$ cat config.mk
export PLATFORM = sky130hd
export DESIGN_NAME = bsec_gate
export DESIGN_NICKNAME = d
export VERILOG_FILES = /design/src/rtl/bsec_pkg.sv /design/src/rtl/bsec_loader.sv /design/src/rtl/bsec_arb.sv /design/src/rtl/bsec_gate.sv
export SDC_FILE = /design/constraint.sdc
export NUM_CORES = 1
export LEC_CHECK = 0
export BUFFER_PORTS_ARGS = -buffer_cell sky130_fd_sc_hd__clkbuf_2
export CAP_MARGIN = 20
export CORE_MARGIN = 4
export CORE_UTILIZATION = 53
export DETAILED_ROUTE_END_ITERATION = 8
export GPL_TIMING_DRIVEN = 0
export PLACE_DENSITY = 0.84
export SLEW_MARGIN = 40
export SYNTH_ARGS = -nofsm -noshare
export SYNTH_HDL_FRONTEND = slang
export SYNTH_HIERARCHICAL = 1
export SYNTH_SLANG_ARGS = --single-unit
$ cat constraint.sdc
create_clock -name clk -period 4.3 [get_ports clk]
set_clock_uncertainty 0.2 [all_clocks]
set_input_delay 0 -clock clk [delete_from_list [all_inputs] [get_ports clk]]
set_output_delay 0 -clock clk [all_outputs]
set_load 0.005 [all_outputs]
$ cat src/rtl/bsec_pkg.sv
package bsec_pkg;
  typedef enum logic [1:0] {
    MODE_NORMAL = 2'd0,
    MODE_PROG   = 2'd1,
    MODE_EMUL   = 2'd2,
    MODE_TRACE  = 2'd3
  } tmode_e;
endpackage

$ cat src/rtl/bsec_loader.sv
module bsec_loader #(
  parameter int            DW       = 16,
  parameter logic [DW-1:0] OPEN_KEY = '0
) (
  input  logic          clk,
  input  logic          rst_n,
  input  logic          start_chk,
  input  logic          mem_valid,
  input  logic [DW-1:0] mem_data,
  output logic          busy,
  output logic          done,
  output logic          secured
);
  logic          busy_q, busy_d;
  logic          vld_q, vld_d;
  logic          word_en;
  logic [DW-1:0] word_q;

  always_comb begin
    done    = busy_q && mem_valid;
    word_en = done;
    busy_d  = busy_q;
    vld_d   = vld_q;
    if (busy_q) begin
      if (mem_valid) begin
        busy_d = 1'b0;
        vld_d  = 1'b1;
      end
    end else if (start_chk) begin
      busy_d = 1'b1;
      vld_d  = 1'b0;
    end
  end

  always_ff @(posedge clk or negedge rst_n) begin
    if (!rst_n) begin
      busy_q <= 1'b1;
      vld_q  <= 1'b0;
    end else begin
      busy_q <= busy_d;
      vld_q  <= vld_d;
    end
  end

  always_ff @(posedge clk or negedge rst_n) begin
    if (!rst_n)       word_q <= '0;
    else if (word_en) word_q <= mem_data;
  end

  assign busy    = busy_q;
  assign secured = !(vld_q && (word_q == OPEN_KEY));


  stall_hold_chk: assert property (@(posedge clk) disable iff (!rst_n)
    busy && !mem_valid |=> busy);

  stall_release_chk: assert property (@(posedge clk) disable iff (!rst_n)
    busy && mem_valid |=> !busy);

  secure_busy_chk: assert property (@(posedge clk) disable iff (!rst_n)
    busy |-> secured);

  start_load_chk: assert property (@(posedge clk) disable iff (!rst_n)
    start_chk |=> busy && secured);
endmodule

$ cat src/rtl/bsec_arb.sv
module bsec_arb
  import bsec_pkg::*;
(
  input  logic       clk,
  input  logic       rst_n,
  input  logic       req_valid,
  input  logic [1:0] req_mode,
  input  logic       vpp_high,
  input  logic       chk_busy,
  input  logic       chk_done,
  output logic       start_chk,
  output tmode_e     mode
);
  tmode_e mode_q, mode_d, pend_q, pend_d, req_m;
  logic   pend_vld_q, pend_vld_d;
  logic   vpp_q, vpp_fall;

  always_comb begin
    req_m      = tmode_e'(req_mode);
    vpp_fall   = vpp_q && !vpp_high;
    mode_d     = mode_q;
    pend_d     = pend_q;
    pend_vld_d = pend_vld_q;
    start_chk  = 1'b0;
    if (chk_busy) begin
      if (req_valid) begin
        pend_d     = req_m;
        pend_vld_d = 1'b1;
      end
      if (chk_done) begin
        mode_d     = pend_vld_d ? pend_d : MODE_NORMAL;
        pend_vld_d = 1'b0;
      end
    end else if (req_valid && req_m != mode_q && req_m != MODE_NORMAL) begin
      start_chk  = 1'b1;
      pend_d     = req_m;
      pend_vld_d = 1'b1;
      mode_d     = MODE_NORMAL;
    end else if (req_valid && req_m == MODE_NORMAL) begin
      mode_d = MODE_NORMAL;
    end else if (mode_q == MODE_TRACE && vpp_fall) begin
      mode_d = MODE_EMUL;
    end
  end

  always_ff @(posedge clk or negedge rst_n) begin
    if (!rst_n) begin
      mode_q     <= MODE_NORMAL;
      pend_q     <= MODE_NORMAL;
      pend_vld_q <= 1'b0;
      vpp_q      <= 1'b0;
    end else begin
      mode_q     <= mode_d;
      pend_q     <= pend_d;
      pend_vld_q <= pend_vld_d;
      vpp_q      <= vpp_high;
    end
  end

  assign mode = mode_q;


  busy_normal_chk: assert property (@(posedge clk) disable iff (!rst_n)
    chk_busy |-> mode_q == MODE_NORMAL);

  trace_entry_chk: assert property (@(posedge clk) disable iff (!rst_n)
    (mode_q == MODE_TRACE && $past(mode_q) != MODE_TRACE) |-> $past(chk_done));

  prog_entry_chk: assert property (@(posedge clk) disable iff (!rst_n)
    (mode_q == MODE_PROG && $past(mode_q) != MODE_PROG) |-> $past(chk_done));

  emul_entry_chk: assert property (@(posedge clk) disable iff (!rst_n)
    (mode_q == MODE_EMUL && $past(mode_q) != MODE_EMUL)
      |-> ($past(chk_done) || $past(mode_q) == MODE_TRACE));
endmodule

$ cat src/rtl/bsec_gate.sv
module bsec_gate
  import bsec_pkg::*;
#(
  parameter int            AW       = 12,
  parameter int            DW       = 16,
  parameter logic [AW-1:0] PW_ADDR  = 12'hFFE,
  parameter logic [DW-1:0] OPEN_KEY = 16'h5A3C
) (
  input  logic          clk,
  input  logic          rst_n,
  output logic          mem_req,
  output logic [AW-1:0] mem_addr,
  input  logic          mem_valid,
  input  logic [DW-1:0] mem_data,
  input  logic          mode_req_valid,
  input  logic [1:0]    mode_req,
  input  logic          vpp_high,
  input  logic          tbl_access,
  output logic          core_stall,
  output logic [1:0]    cur_mode,
  output logic          secured,
  output logic          ext_sel,
  output logic          int_sel
);
  logic   chk_busy, chk_done, start_chk, emul_on;
  tmode_e mode;

  bsec_loader #(.DW(DW), .OPEN_KEY(OPEN_KEY)) u_load (
    .clk(clk), .rst_n(rst_n), .start_chk(start_chk), .mem_valid(mem_valid),
    .mem_data(mem_data), .busy(chk_busy), .done(chk_done), .secured(secured)
  );

  bsec_arb u_arb (
    .clk(clk), .rst_n(rst_n), .req_valid(mode_req_valid), .req_mode(mode_req),
    .vpp_high(vpp_high), .chk_busy(chk_busy), .chk_done(chk_done),
    .start_chk(start_chk), .mode(mode)
  );

  assign emul_on    = (mode == MODE_EMUL);
  assign mem_req    = chk_busy;
  assign mem_addr   = PW_ADDR;
  assign core_stall = chk_busy;
  assign cur_mode   = mode;
  assign ext_sel    = tbl_access && emul_on;
  assign int_sel    = tbl_access && !emul_on;
endmodule

==> results of run 1 <==
-- cell type report --
class                           count  area [um^2]  share of cell area [%]
Clock buffer                        3         22.5                    1.20
Multi-Input combinational cell     77          567                    30.1
Tap cell                           28         35.0                    1.86
Timing Repair Buffer               63          485                    25.8
Sequential cell                    24          602                    32.0
Inverter                            4         15.0                   0.798
Clock inverter                      1         30.0                    1.60
Buffer                             16          124                    6.59
-- layer usage --
metal	GRT usage, %	routed length (um)	vias up
li1	-	-	515
met2	33.9	1540	43
met5	0	0	-
met3	2.26	158	8
met1	26.1	1160	505
met4	8.28	69	0
-- synth_stat cells, types with 4 or more instances --
| library cell | instances |
|---|---|
| nand2_1 | 10 |
| o21ai_0 | 7 |
| o211ai_1 | 4 |
| buf_4 | 15 |
| mux2_4 | 9 |
| dfrtp_1 | 23 |
| inv_1 | 4 |
| nor2_1 | 4 |
| mux2_2 | 7 |
-- through the flow --
stage,instance area [um^2],std cells,hold WS [ps],setup WS [ps],power (mW)
4_1_cts,1880,216,11.8,2220,0.971
3_5_place_dp,1490,178,-175,2600,0.724
5_1_grt,1880,216,53.3,2050,1.05
3_3_place_gp,1490,178,-190,2610,0.706
2_1_floorplan,1310,121,-496,2750,0.639
6_report,1880,216,13.5,2200,0.979
-- flip-flops by register name, summed over array words and instances (netlist names) --
| signal | cells |
|---|---|
| u_arb/pend_q | 2 |
| u_arb/mode | 2 |
| u_load/word_q | 16 |
| u_load/busy | 1 |
| u_arb/pend_vld_q | 1 |
| u_arb/vpp_q | 1 |
| u_load/vld_q | 1 |
-- cell usage in the layout, fill, tap and decap left out, drive strengths merged, types with 5 or more instances in the layout --
cell type,count
o21ai,7
dfrtp,23
dlygate4sd3,34
buf,16
nor2,5
mux2,16
clkbuf,32
conb,12
nand2,11
-- critical path: cells and delay by family (launching register included) --
family	cells	cell delay, ps
DFF	1	560
buffers and inverters	1	560
AOI/OAI and AO/OA	2	310
and+or+nand+nor	3	370
-- cells by family after synthesis --
kind of cell    count (synthesis)
simple gates                   28
compound gates                 19
buf+inv                        20
xor+xnor                        2
flops                          24
other cells                     2
mux                            16
-- report_power, final --
group | internal (mW) | total, mW | switching, mW
clock | 0.0941 | 0.160 | 0.0661
combinational | 0.260 | 0.406 | 0.146
sequential | 0.331 | 0.413 | 0.0820
-- what timing repair did --
item	4_1_cts	5_1_grt
hold buffers	34	0
hold endpoints to repair	48	0
buffers inserted	0	0
-- final timing paths --
kind	end	slack, ps	from
worst max register to register	u_load/vld_q	2200	u_arb/mode[1]
max in group asynchronous	u_arb/mode[0]	3510	rst_n
worst max-delay path	u_load/vld_q	2200	u_arb/mode[1]
min in group clk	int_sel	110	tbl_access
worst min-delay path	u_load/word_q[8]	10	rst_n
worst min register to register	u_load/word_q[4]	330	u_load/word_q[4]
==> flow_metrics.env, run 1 <==
export IMPL_grt_usage_pct=20.1
export IMPL_gp_congestion=0.860
export IMPL_initial_utilization_pct=56.3
export IMPL_num_antenna_cells=0
export IMPL_start_kind="register"
export IMPL_syn_area_um2=1270
export IMPL_root_buffer="clkbuf_4"
export IMPL_vias=1071
export IMPL_totalWireLength_um=2930
export IMPL_drtAntennaViolNets=0
export IMPL_r2r_cells=6
export IMPL_tightest_slew_ps=574
export IMPL_synth_top_family_by_area="multiplexers"
export IMPL_grt_pass1_wl_um=5180
export IMPL_hold_path_class="in2async"
export IMPL_synthCells=111
export IMPL_synth_compound_area_share_pct=10.2
export IMPL_p_per_area_nw_per_um2=520
export IMPL_dieArea_um2=3240
export IMPL_fill_cells=121
export IMPL_yosysSeqAreaShare_pct=47.4
export IMPL_synth_distinct_cells=32
export IMPL_fmax_mhz=477
export IMPL_cts_buffers=3
export IMPL_drt_iter0_drc=27
export IMPL_synth_simple_area_share_pct=12.6
export IMPL_post_route_util_pct=83.4
export IMPL_finalSetupTns_ps=0
export IMPL_cts_tree="yes"
export IMPL_synth_warnings=6
export IMPL_ctsResizeCount=0
export IMPL_crit_fanout=10
export IMPL_htreeDepth=1
export IMPL_synth_top_cell_area_share_pct=45.3
export IMPL_maxCapViolCount=0
export IMPL_worst_path_max_delay_cell="dfrtp_1"
export IMPL_rsz0062_at_grt="false"
export IMPL_vias_per_cell=4.96
export IMPL_ys_ff_latch=24
export IMPL_portBuffers=29
export IMPL_grt_antenna_before_repair=0
export IMPL_hold_violations=0
export IMPL_max_vdd_ir_drop_v=0.000451
export IMPL_clk_latency_ps=310
export IMPL_synthXorXnorAreaFrac_pct=1.38
export IMPL_wl_per_cell_um=13.6
export IMPL_drive_above_1_share_pct=38.8
export IMPL_synthMuxAreaShare_pct=16.8
export IMPL_cpPeakStageDelay_ps=560
export IMPL_grt_pass1_vias=1115
export IMPL_drc=0
export IMPL_cts_path_max_buffers=2
export IMPL_finalCritPeriodShare_pct=48.8
export IMPL_grt_max_degree=25
export IMPL_synth_area_per_cell_um2=11.4
export IMPL_slew_headroom_pct=61.7
export IMPL_ios=43
export IMPL_clock_sinks=24
export IMPL_syn2layout_area_growth_pct=48.1
export IMPL_path_clk_slew_ps=130
export IMPL_nNetsFinal=213
export IMPL_ys_flop_type="dfrtp_1"
export IMPL_status="finished, final reports clean"
export IMPL_worstSetupPathType="reg2reg"
export IMPL_die_y_um=57.0
export IMPL_min_period_ps=2100
export IMPL_row_count=17
export IMPL_synth_adder_area_share_pct=0
export IMPL_critPathArrivalTime_ps=2100
export IMPL_cp_end_kind="register"
export IMPL_die_width_um=57.0
export IMPL_dr_pass1_iters=4
export IMPL_yosysTopAreaCell="dfrtp_1"
export IMPL_path_cells="nand2b_2, a21boi_2, nor2_2, nor3b_2, o21ai_0, dlygate4sd3_1"
export IMPL_synth_edf_count=0
export IMPL_dp_hpwl_um=1760
export IMPL_p_leak_nw=0.909
export IMPL_synth_area_leaders="dfrtp_1, mux2_4, buf_4"
export IMPL_crit_required_ps=4310
export IMPL_synthArstFlopShare_pct=100
export IMPL_overflow=0
export IMPL_slew_violations=0
export IMPL_coreArea_um2=2250
export IMPL_setup_viol=0
Power figures use the tool's default switching activity.
==> inputs of run 2 (changes only) <==
- ABC_AREA: unset -> 1
- CORE_UTILIZATION: 53 -> 49
- PLACE_DENSITY: 0.84 -> 0.78
- clock period: 4.3 -> 2 ns (I/O delays scaled with it)
==> run 2 against run 1 <==
Effect of this change: clock-buffer cell count grew 1; total power grew 110%; non-clock buffer count is 10 higher; area after synthesis is 0.30% higher; core utilization fell by 4.8 points; routed wire length is 6.0% higher; clock power increased by 30%; critical endpoint is now u_load/word_q[2]; global-route usage shrank 2.8 points; register-to-register slack lost 2100 ps; first-iteration DRC count grew 52%; final cell count rose by 33%; largest power group is now combinational cells; flip-flop and latch count unchanged; largest cell class unchanged.
==> flow_metrics.env, run 2 <==
export IMPL_yosysSeqAreaShare_pct=47.2
export IMPL_synthArstFlopShare_pct=100
export IMPL_vias=1295
export IMPL_max_vdd_ir_drop_v=0.000818
export IMPL_start_kind="register"
export IMPL_path_clk_slew_ps=120
export IMPL_synth_area_leaders="dfrtp_1, nand2_1, buf_4"
export IMPL_fill_cells=181
export IMPL_synth_area_per_cell_um2=7.49
export IMPL_overflow=0
export IMPL_cts_buffers=3
export IMPL_setup_viol=0
export IMPL_grt_usage_pct=17.3
export IMPL_drc=0
export IMPL_crit_required_ps=2000
export IMPL_fmax_mhz=514
export IMPL_die_y_um=59.0
export IMPL_top_register="u_load/word_q"
export IMPL_instances_no_fill=288
export IMPL_dieArea_um2=3480
export IMPL_drtAntennaViolNets=0
export IMPL_p_switching_uw=753
export IMPL_portBuffers=30
export IMPL_nNetsFinal=283
export IMPL_whs_ps=15.8
export IMPL_drt_iter0_drc=41
export IMPL_p_leak_nw=1.07
export IMPL_worst_path_buf_inv=2
export IMPL_clk_latency_ps=300
export IMPL_seqPwrFrac_pct=42.4
export IMPL_ys_flop_type="dfrtp_1"
export IMPL_root_buffer="clkbuf_4"
export IMPL_tightest_slew_ps=563
export IMPL_power_share_switching_pct=36.7
export IMPL_maxCapViolCount=0
export IMPL_netlist_top_cells_count="nand2_1, dfrtp_1, buf_4"
export IMPL_syn_area_um2=1270
export IMPL_wl_per_cell_um=10.8
export IMPL_synth_top_cell_area_share_pct=45.2
export IMPL_yosysTopAreaCell="dfrtp_1"
export IMPL_p_int_mw=1.30
export IMPL_grt_pass1_vias=1166
export IMPL_final_common_cell="nand2_1"
export IMPL_pre_cts_ws_ps=298
export IMPL_num_antenna_cells=0
export IMPL_htreeDepth=1
export IMPL_syn2layout_area_growth_pct=52.8
export IMPL_die_width_um=59.0
export IMPL_coreArea_um2=2480
export IMPL_ys_ff_latch=24
export IMPL_synth_distinct_cells=22
export IMPL_totalWireLength_um=3100
export IMPL_hold_path_class="in2async"
export IMPL_dp_hpwl_um=1830
export IMPL_crit_path_frequent_cell="nand2_1"
export IMPL_combPwrFrac_pct=47.4
export IMPL_grt_pass1_wl_um=4690
export IMPL_p_clk_share_pct=10.2
export IMPL_hold_violations=0
export IMPL_synthCells=170
export IMPL_crit_fanout=10
export IMPL_rsz0062_at_grt="true"
export IMPL_status="finished, final reports clean"
export IMPL_gp_congestion=0.848
export IMPL_min_period_ps=1950
export IMPL_setup_ws_ps=53.3
export IMPL_vias_per_cell=4.50
export IMPL_cp_end_kind="register"
export IMPL_cts_tree="yes"
export IMPL_path_cells="nand2_4, buf_4, nand2_1, nand2_1, dlygate4sd3_1"
export IMPL_grt_antenna_before_repair=0
export IMPL_mostFrequentLayoutCells="nand2_1, dlygate4sd3_1, clkbuf_2"
export IMPL_grt_max_degree=25
export IMPL_largest_register_ff_count=16
export IMPL_worst_path_max_delay_cell="dfstp_2"
export IMPL_cts_path_max_buffers=2
export IMPL_ios=43
export IMPL_critPathArrivalTime_ps=1940
export IMPL_drive_above_1_share_pct=27.5
export IMPL_place_area_um2=1500
export IMPL_p_per_area_nw_per_um2=1050
export IMPL_multi_input_area_um2=528
export IMPL_yosysMostFrequentCell="nand2_1"
export IMPL_cpPeakStageDelay_ps=680
export IMPL_critPathTopFamily="buffers and inverters"
export IMPL_dp_cells=240
export IMPL_worstSetupPathType="reg2reg"
export IMPL_dr_pass1_iters=4
export IMPL_synth_warnings=6
export IMPL_post_route_util_pct=78.6
export IMPL_slew_headroom_pct=62.4
export IMPL_final_cell_area_um2=1950
export IMPL_finalCritPeriodShare_pct=97.3
export IMPL_synth_edf_count=0
export IMPL_ff_latch_area_um2=604
export IMPL_slew_violations=0
export IMPL_initial_utilization_pct=51.4
export IMPL_clock_sinks=24
export IMPL_row_count=18
## run 2: changes by cell type in the layout (fill, tap and decap cells not counted), moves of 4 or more
cell,change
buf_4,+9
inv_1,+9
mux2_2,-7
mux2_4,-9
nand2_1,+70
nand3_1,+6
nor2_1,+8
o211ai_1,-4
o21ai_0,-7
## run 2: worst paths after layout
path	start	endpoint	slack [ps]	depth (start not counted)
max	u_load/busy	u_load/word_q[2]	50	5
min	rst_n	u_load/word_q[2]	20	2
max reg2reg	u_load/busy	u_load/word_q[2]	50	5
min reg2reg	u_arb/pend_vld_q	u_arb/pend_vld_q	290	2
max in group asynchronous	rst_n	u_arb/mode[1]	1180	2
min in group clk	tbl_access	ext_sel	80	4
## run 2: layer usage
layer | up-vias | wire length, um | GRT usage [%]
met1 | 586 | 1310 | 21.0
met5 | - | 0 | 0
li1 | 664 | - | -
met3 | 2 | 187 | 2.83
met4 | 0 | 9 | 5.83
met2 | 43 | 1600 | 30.9
## run 2: what timing repair did
action	in CTS	in global routing
gates resized for setup	0	3
buffers inserted	0	10
endpoints found under the setup margin	0	5
hold endpoints to repair	47	0
hold buffers	34	0
## run 2: per-stage QoR
stage                     setup TNS, ps  total power, mW
after global placement                0             1.54
after detailed placement              0             1.57
final                                 0             2.05
after global routing              -41.0             2.22
after floorplan                       0             1.37
after CTS                             0             1.91
## run 2: kinds of logic after synthesis
group	count (synthesis)	share of synthesized area, %
DFF	24	47.2
and+or+nand+nor	106	34.8
other	2	0.590
buffers and inverters	31	14.5
AOI/OAI and AO/OA	7	2.85
## run 2: final cells by class
| type | count | area share (%) |
|---|---|---|
| sequential | 24 | 31.0 |
| timing repair buffer | 74 | 29.0 |
| multi-input combinational | 125 | 27.1 |
| buffer | 15 | 6.17 |
| inverter | 16 | 3.34 |
| tap | 30 | 1.93 |
| clock buffer | 4 | 1.35 |
## run 2: power groups by stage
stage	registers [mW]	logic [mW]	clock network, mW
5_1_grt	0.893	1.08	0.243
6_report	0.870	0.973	0.208
2_1_floorplan	0.850	0.520	0
4_1_cts	0.874	0.822	0.218
3_3_place_gp	0.874	0.666	0
3_5_place_dp	0.885	0.688	0
